$ cat src/rtl/ipat_pkg.sv
package ipat_pkg;
  localparam int N_SHIFT = 4;
  localparam int SHIFT_W = 4;

  // candidate shift list, in priority order
  function automatic int shift_amt(input int k);
    case (k)
      0:       return 2;
      1:       return 3;
      2:       return 4;
      default: return -3;
    endcase
  endfunction

  function automatic logic [SHIFT_W-1:0] shift_code(input int k);
    return SHIFT_W'(shift_amt(k));
  endfunction
endpackage

$ cat src/rtl/ipat_base_gen.sv
module ipat_base_gen #(
  parameter int ADDR_W = 32,
  parameter int IDX_W  = 16
) (
  input  logic [IDX_W-1:0]                            idx_i,
  input  logic [ADDR_W-1:0]                           addr_i,
  output logic [ipat_pkg::N_SHIFT-1:0][ADDR_W-1:0]    base_o
);
  localparam int EXT_W = ADDR_W - IDX_W;

  logic signed [ADDR_W-1:0] sidx;
  assign sidx = {{EXT_W{idx_i[IDX_W-1]}}, idx_i};

  for (genvar k = 0; k < ipat_pkg::N_SHIFT; k++) begin : g_sh
    localparam int SH = ipat_pkg::shift_amt(k);
    logic signed [ADDR_W-1:0] scaled;
    if (SH >= 0) begin : g_left
      assign scaled = sidx <<< SH;
    end else begin : g_right
      assign scaled = sidx >>> (-SH);
    end
    assign base_o[k] = addr_i - scaled;
  end
endmodule

$ cat src/rtl/ipat_match.sv
module ipat_match #(
  parameter int ADDR_W = 32,
  parameter int N_SLOT = 4,
  localparam int NSH   = ipat_pkg::N_SHIFT,
  localparam int CW    = $clog2(N_SLOT + 1),
  localparam int SW    = (N_SLOT > 1) ? $clog2(N_SLOT) : 1,
  localparam int HW    = $clog2(NSH)
) (
  input  logic                                     clk_i,
  input  logic                                     rst_ni,
  input  logic [N_SLOT-1:0][NSH-1:0][ADDR_W-1:0]   cand_i,
  input  logic [CW-1:0]                            fill_i,
  input  logic [NSH-1:0][ADDR_W-1:0]               probe_i,
  output logic                                     found_o,
  output logic [SW-1:0]                            slot_o,
  output logic [HW-1:0]                            sel_o
);
  // descending scan: last hit assigned is lowest slot, then lowest shift
  always_comb begin
    found_o = 1'b0;
    slot_o  = '0;
    sel_o   = '0;
    for (int m = N_SLOT - 1; m >= 0; m--) begin
      for (int s = NSH - 1; s >= 0; s--) begin
        if ((CW'(m) < fill_i) && (cand_i[m][s] == probe_i[s])) begin
          found_o = 1'b1;
          slot_o  = SW'(m);
          sel_o   = HW'(s);
        end
      end
    end
  end

  assert_match_in_fill_R6: assert property (@(posedge clk_i) disable iff (!rst_ni)
    found_o |-> (CW'(slot_o) < fill_i));
endmodule

$ cat src/rtl/ipat_lru.sv
module ipat_lru #(
  parameter int N_ENT = 4,
  localparam int EW   = (N_ENT > 1) ? $clog2(N_ENT) : 1
) (
  input  logic             clk_i,
  input  logic             rst_ni,
  input  logic             touch_i,
  input  logic [EW-1:0]    touch_idx_i,
  input  logic [N_ENT-1:0] valid_i,
  output logic [EW-1:0]    victim_o
);
  logic [N_ENT-1:0][EW-1:0] age_q;

  always_ff @(posedge clk_i or negedge rst_ni) begin
    if (!rst_ni) begin
      for (int e = 0; e < N_ENT; e++) age_q[e] <= EW'(e);
    end else if (touch_i) begin
      for (int e = 0; e < N_ENT; e++) begin
        if (EW'(e) == touch_idx_i)             age_q[e] <= '0;
        else if (age_q[e] < age_q[touch_idx_i]) age_q[e] <= age_q[e] + 1'b1;
      end
    end
  end

  // free entry first (lowest index), else the oldest
  always_comb begin
    logic got_free;
    got_free = 1'b0;
    victim_o = '0;
    for (int e = N_ENT - 1; e >= 0; e--) begin
      if (age_q[e] == EW'(N_ENT - 1)) victim_o = EW'(e);
    end
    for (int e = N_ENT - 1; e >= 0; e--) begin
      if (!valid_i[e]) begin
        got_free = 1'b1;
        victim_o = EW'(e);
      end
    end
  end

  for (genvar a = 0; a < N_ENT; a++) begin : g_pa
    for (genvar b = a + 1; b < N_ENT; b++) begin : g_pb
      assert_age_distinct_R9: assert property (@(posedge clk_i) disable iff (!rst_ni)
        age_q[a] != age_q[b]);
    end
  end
endmodule

$ cat src/rtl/ipat_detector.sv
module ipat_detector #(
  parameter int ADDR_W  = 32,
  parameter int IDX_W   = 16,
  parameter int OWNER_W = 4,
  parameter int N_ENT   = 4,
  parameter int N_SLOT  = 4
) (
  input  logic                         clk_i,
  input  logic                         rst_ni,
  input  logic                         idx_valid_i,
  input  logic [OWNER_W-1:0]           idx_owner_i,
  input  logic [IDX_W-1:0]             idx_value_i,
  input  logic                         miss_valid_i,
  input  logic [ADDR_W-1:0]            miss_addr_i,
  output logic                         hit_valid_o,
  output logic [OWNER_W-1:0]           hit_owner_o,
  output logic [ADDR_W-1:0]            hit_base_o,
  output logic [ipat_pkg::SHIFT_W-1:0] hit_shift_o
);
  localparam int NSH = ipat_pkg::N_SHIFT;
  localparam int EW  = (N_ENT > 1) ? $clog2(N_ENT) : 1;
  localparam int SW  = (N_SLOT > 1) ? $clog2(N_SLOT) : 1;
  localparam int CW  = $clog2(N_SLOT + 1);
  localparam int HW  = $clog2(NSH);

  typedef logic [NSH-1:0][ADDR_W-1:0] cand_row_t;

  logic [N_ENT-1:0]                    ent_v;
  logic [N_ENT-1:0][OWNER_W-1:0]       ent_tag;
  logic [N_ENT-1:0][IDX_W-1:0]         ent_i1, ent_i2;
  logic [N_ENT-1:0]                    ent_i2set;
  logic [N_ENT-1:0][CW-1:0]            ent_cnt;
  logic [N_ENT-1:0][N_SLOT-1:0]        [NSH-1:0][ADDR_W-1:0] ent_cand;

  logic          trk_valid;
  logic [EW-1:0] trk_ptr;

  // owner lookup
  logic          lk_hit;
  logic [EW-1:0] lk_ptr;
  always_comb begin
    lk_hit = 1'b0;
    lk_ptr = '0;
    for (int e = 0; e < N_ENT; e++) begin
      if (!lk_hit && ent_v[e] && ent_tag[e] == idx_owner_i) begin
        lk_hit = 1'b1;
        lk_ptr = EW'(e);
      end
    end
  end

  // miss has priority over index while an entry is listening
  logic do_miss, do_idx;
  assign do_miss = miss_valid_i && trk_valid;
  assign do_idx  = idx_valid_i && !do_miss;

  logic              trk_i2set;
  logic [IDX_W-1:0]  sel_idx;
  logic [CW-1:0]     trk_cnt;
  assign trk_i2set = ent_i2set[trk_ptr];
  assign sel_idx   = trk_i2set ? ent_i2[trk_ptr] : ent_i1[trk_ptr];
  assign trk_cnt   = ent_cnt[trk_ptr];

  cand_row_t probe;
  ipat_base_gen #(.ADDR_W(ADDR_W), .IDX_W(IDX_W)) u_gen (
    .idx_i  (sel_idx),
    .addr_i (miss_addr_i),
    .base_o (probe)
  );

  logic          m_found;
  logic [SW-1:0] m_slot;
  logic [HW-1:0] m_sel;
  ipat_match #(.ADDR_W(ADDR_W), .N_SLOT(N_SLOT)) u_match (
    .clk_i   (clk_i),
    .rst_ni  (rst_ni),
    .cand_i  (ent_cand[trk_ptr]),
    .fill_i  (trk_cnt),
    .probe_i (probe),
    .found_o (m_found),
    .slot_o  (m_slot),
    .sel_o   (m_sel)
  );

  logic [EW-1:0] vic_ptr;
  ipat_lru #(.N_ENT(N_ENT)) u_lru (
    .clk_i       (clk_i),
    .rst_ni      (rst_ni),
    .touch_i     (do_idx),
    .touch_idx_i (lk_hit ? lk_ptr : vic_ptr),
    .valid_i     (ent_v),
    .victim_o    (vic_ptr)
  );

  always_ff @(posedge clk_i or negedge rst_ni) begin
    if (!rst_ni) begin
      ent_v       <= '0;
      ent_tag     <= '0;
      ent_i1      <= '0;
      ent_i2      <= '0;
      ent_i2set   <= '0;
      ent_cnt     <= '0;
      ent_cand    <= '0;
      trk_valid   <= 1'b0;
      trk_ptr     <= '0;
      hit_valid_o <= 1'b0;
      hit_owner_o <= '0;
      hit_base_o  <= '0;
      hit_shift_o <= '0;
    end else begin
      hit_valid_o <= 1'b0;
      if (do_miss) begin
        if (!trk_i2set) begin
          if (trk_cnt < CW'(N_SLOT)) begin
            ent_cand[trk_ptr][trk_cnt[SW-1:0]] <= probe;
            ent_cnt[trk_ptr] <= trk_cnt + 1'b1;
          end
          if (trk_cnt + 1'b1 >= CW'(N_SLOT)) trk_valid <= 1'b0;
        end else if (m_found) begin
          hit_valid_o        <= 1'b1;
          hit_owner_o        <= ent_tag[trk_ptr];
          hit_base_o         <= probe[m_sel];
          hit_shift_o        <= ipat_pkg::shift_code(int'(m_sel));
          ent_v[trk_ptr]     <= 1'b0;
          ent_i2set[trk_ptr] <= 1'b0;
          trk_valid          <= 1'b0;
        end
      end else if (do_idx) begin
        if (lk_hit) begin
          if (!ent_i2set[lk_ptr]) begin
            ent_i2[lk_ptr]    <= idx_value_i;
            ent_i2set[lk_ptr] <= 1'b1;
            trk_ptr           <= lk_ptr;
            trk_valid         <= 1'b1;
          end else begin
            ent_v[lk_ptr]     <= 1'b0;
            ent_i2set[lk_ptr] <= 1'b0;
            trk_valid         <= 1'b0;
          end
        end else begin
          ent_v[vic_ptr]     <= 1'b1;
          ent_tag[vic_ptr]   <= idx_owner_i;
          ent_i1[vic_ptr]    <= idx_value_i;
          ent_i2set[vic_ptr] <= 1'b0;
          ent_cnt[vic_ptr]   <= '0;
          trk_ptr            <= vic_ptr;
          trk_valid          <= 1'b1;
        end
      end
    end
  end

  for (genvar e = 0; e < N_ENT; e++) begin : g_chk
    assert_slot_bound_R3: assert property (@(posedge clk_i) disable iff (!rst_ni)
      ent_cnt[e] <= CW'(N_SLOT));
  end

  assert_listener_live_R8: assert property (@(posedge clk_i) disable iff (!rst_ni)
    trk_valid |-> ent_v[trk_ptr]);

  assert_hit_after_miss_R5: assert property (@(posedge clk_i) disable iff (!rst_ni)
    hit_valid_o |-> $past(miss_valid_i));

  assert_hit_stops_listen_R5: assert property (@(posedge clk_i) disable iff (!rst_ni)
    hit_valid_o |-> !trk_valid);

  assert_hit_single_R11: assert property (@(posedge clk_i) disable iff (!rst_ni)
    hit_valid_o |=> !hit_valid_o);

  assert_idx_dropped_R10: assert property (@(posedge clk_i) disable iff (!rst_ni)
    (idx_valid_i && miss_valid_i && trk_valid) |=> ($stable(ent_tag) && $stable(ent_i2)));
endmodule

$ cat config.mk
export PLATFORM = sky130hd
export DESIGN_NAME = ipat_detector
export DESIGN_NICKNAME = d
export VERILOG_FILES = /design/src/rtl/ipat_pkg.sv /design/src/rtl/ipat_base_gen.sv /design/src/rtl/ipat_match.sv /design/src/rtl/ipat_lru.sv /design/src/rtl/ipat_detector.sv
export SDC_FILE = /design/constraint.sdc
export NUM_CORES = 2
export LEC_CHECK = 0
export ABC_AREA = 1
export BUFFER_PORTS_ARGS = -buffer_cell sky130_fd_sc_hd__buf_2
export CORE_MARGIN = 3
export CORE_UTILIZATION = 35
export CTS_BUF_LIST = sky130_fd_sc_hd__clkbuf_8 sky130_fd_sc_hd__clkbuf_16
export DETAILED_ROUTE_END_ITERATION = 16
export PLACE_DENSITY = 0.54
export SLEW_MARGIN = 5
export SYNTH_ARGS = -nofsm -noshare
export SYNTH_HDL_FRONTEND = slang
export SYNTH_SLANG_ARGS = --single-unit
$ cat constraint.sdc
create_clock -name clk_i -period 6.4 [get_ports clk_i]
set_input_delay 1.28 -clock clk_i [delete_from_list [all_inputs] [get_ports clk_i]]
set_output_delay 1.28 -clock clk_i [all_outputs]
set_load 0.01 [all_outputs]
==> results.json <==
{
  "status": "completed",
  "synth_edf_count": 0,
  "dp_hpwl_mm": 281,
  "avgSynthCellArea_sq_um": 8.22,
  "cpLargestDelayFamily": "simple AND/OR/NAND/NOR gates",
  "grt_pass1_wl_mm": 623,
  "grt_max_degree": 154,
  "setup_viol": 0,
  "start_kind": "flop",
  "clock_sinks": 2184,
  "crit_cells": 38,
  "finalNonFillerCells": 17622,
  "hold_viol": 0,
  "crit_path_max_fanout": 16,
  "fin_nets": 13606,
  "netlist_top_cells_area": "dfrtp_1, nand2_1, o21ai_0",
  "maxSlewHeadroom_pct": 23.4,
  "track_usage_pct": 26.6,
  "synth_cell_types": 69,
  "maxCapViolCount": 0,
  "overflow": 0,
  "antenna_found_initial": 21,
  "num_rows": 201,
  "io_buffer_count": 96,
  "critical_path.max_stage_delay_ns": 0.50,
  "seq_area_frac_synth_pct": 51.3,
  "clock_latency_ns": 0.94,
  "synth-main-ff-cell": "dfrtp_1",
  "r2r-start": "trk_ptr[1]$_DFFE_PN0P_",
  "routedWlPerCell_um": 23.9,
  "setup.worst_path.end_class": "flop",
  "synthTopCellsByCount": "nand2_1, o21ai_0, dfrtp_1, inv_1, clkbuf_1",
  "routed_wl_mm": 421,
  "die_h_um": 558,
  "crit_top_cell": "buf_4",
  "cts_root_buf": "clkbuf_16",
  "multi_input_area_sq_mm": 0.0449,
  "cts_max_level": 4,
  "timing.final.crit_share_pct": 97.3,
  "cts_hold_buf": 0,
  "slew_violations": 0,
  "area_delta_synth_final_pct": 18.7,
  "critPathLaunch": "trk_ptr[1]$_DFFE_PN0P_",
  "yosysTopAreaCell": "dfrtp_1",
  "regArea_sq_mm": 0.0547,
  "yosysMostFrequentCell": "nand2_1",
  "synth_top_area_share_pct": 51.2,
  "cts_buffers": 242,
  "ctsLongestPathBuffers": 4,
  "path_buf_inv": 15,
  "start_util_pct": 35.3,
  "fmax_mhz": 161,
  "ys_ff_latch": 2184,
  "period_minus_slack_ns": 6.22,
  "cp.arrival_ns": 7.02,
  "drc": 0,
  "fill_cells": 30347,
  "ant_nets": 0,
  "io_pins": 97,
  "clock_skew_ns": 0.0737,
  "tightest_slew_ns": 1.15,
  "synth_area_sq_mm": 0.107,
  "required_ns": 7.20,
  "syn_nets": 13124,
  "cts_tree": "done",
  "crit_path_top_delay_cell": "dfrtp_2",
  "syn-instance-count": 12973,
  "path_class": "reg -> reg",
  "design.core.area_sq_mm": 0.302,
  "r2r_end": "hit_base_o[5]$_DFFE_PN0P_",
  "gp_congestion": 1.04,
  "die_w_um": 558,
  "dp_cells": 17130,
  "die_area_sq_mm": 0.311,
  "drt-initial-drc-count": 10360,
  "vias": 94218,
  "avgViaCountPerCell": 5.35,
  "ys_warn_count": 0,
  "synthArstFlopShare_pct": 100,
  "first_pass_iters": 6,
  "drive_gt1_share_pct": 13.7,
  "r2r_cells": 38,
  "first_global_vias": 88812,
  "cts.reportedPaths.clkPinSlew_ns": 0.07,
  "rrSetupSlack_ns": 0.18,
  "worstHoldPathType": "in -> async"
}
layer usage:
metal	vias up	global-route usage, %	share of wire, %
met5	-	0	0.011
met4	6	11.9	5.3
met3	682	3.55	6.4
met2	3343	41.0	44
met1	46124	37.2	44
li1	44063	-	-
worst max path at each step:
stage | end
after floorplan | hit_base_o[26]$_DFFE_PN0P_
after global placement | hit_base_o[14]$_DFFE_PN0P_
after detailed placement | ent_v[2]$_DFFE_PN0P_
after CTS | hit_base_o[24]$_DFFE_PN0P_
after global routing | hit_base_o[29]$_DFFE_PN0P_
final | hit_base_o[5]$_DFFE_PN0P_
placed cells by master, fill, tap and decap left out, types with 13 or more instances in the layout:
| master | count |
|---|---|
| inv_2 | 28 |
| inv_1 | 928 |
| o2111ai_1 | 15 |
| o21ai_0 | 2226 |
| xor2_1 | 161 |
| inv_8 | 16 |
| o21ai_1 | 34 |
| diode_2 | 13 |
| a21oi_1 | 152 |
| buf_6 | 16 |
| nand3_1 | 477 |
| nand2_4 | 13 |
| o22ai_1 | 82 |
| a221oi_2 | 19 |
| o221ai_1 | 35 |
| bufinv_16 | 19 |
| buf_12 | 104 |
| nand2_1 | 3938 |
| nor2_2 | 22 |
| clkinv_2 | 40 |
| buf_2 | 95 |
| nor2_1 | 412 |
| nor3_1 | 51 |
| or2_1 | 15 |
| xnor2_1 | 45 |
| clkbuf_8 | 72 |
| a221oi_1 | 283 |
| clkbuf_16 | 246 |
| and2_1 | 13 |
| buf_4 | 947 |
| nand3b_1 | 33 |
| nand4_1 | 102 |
| or2_2 | 74 |
| nor2_4 | 20 |
| a22oi_1 | 185 |
| ha_1 | 84 |
| o21a_1 | 22 |
| dfrtp_1 | 2178 |
| nand2_2 | 44 |
| a22o_1 | 205 |
stage by stage:
stage	setup WS (ns)	utilization (%)	hold slack [ns]	TNS (ns)	area, sq um
after global routing	-0.0380	42.0	0.372	-0.140	127000
after detailed placement	-0.894	38.9	0.466	-40.93	117000
after global placement	-0.907	38.9	0.453	-41.39	117000
after CTS	0.000851	41.7	0.389	0	126000
final	0.175	42.0	0.292	0	127000
after floorplan	0.913	-	0.442	0	107000
layout make-up:
class / count / area share (%)
Tap cell: 3958 / 3.91
Timing Repair Buffer: 1166 / 7.86
Clock inverter: 124 / 1.00
Antenna cell: 13 / 0.0257
Sequential cell: 2184 / 43.2
Clock buffer: 316 / 5.61
Multi-Input combinational cell: 8922 / 35.5
Inverter: 939 / 2.88
sequential cells by signal (all words and copies together), names as in the netlist, 2 cells and up, named ones only:
register / cells
trk_ptr: 2
hit_shift_o: 4
ent_tag: 16
hit_owner_o: 4
u_lru.age_q: 8
ent_i1: 64
ent_cnt: 12
ent_i2: 64
ent_cand: 1968
ent_v: 4
hit_base_o: 32
logic make-up (layout without fill, tap and decap cells):
| kind of cell | count (synthesis) | in the layout | share of synthesized area, % |
|---|---|---|---|
| AOI/OAI and AO/OA | 3345 | 3345 | 18.6 |
| xor gates and xnor gates | 212 | 212 | 1.75 |
| adders and majority gates | 95 | 95 | 1.14 |
| buffers and inverters | 1869 | 2545 | 7.17 |
| DFF | 2184 | 2184 | 51.3 |
| muxes | 1 | 1 | 0.00939 |
| other | 0 | 13 | 0 |
| and+or+nand+nor | 5267 | 5269 | 20.1 |
what timing repair did:
| item | in CTS | in global routing |
|---|---|---|
| hold endpoints to repair | 0 | 0 |
| gates resized for setup | 34 | 123 |
| buffers inserted | 15 | 19 |
| setup endpoints to repair | 50 | 50 |
| pin swaps | 7 | 22 |
| gates cloned | 2 | 3 |
Power is not shown: default switching activity piles up to over one toggle a cycle in this logic, so the estimate is an artifact.
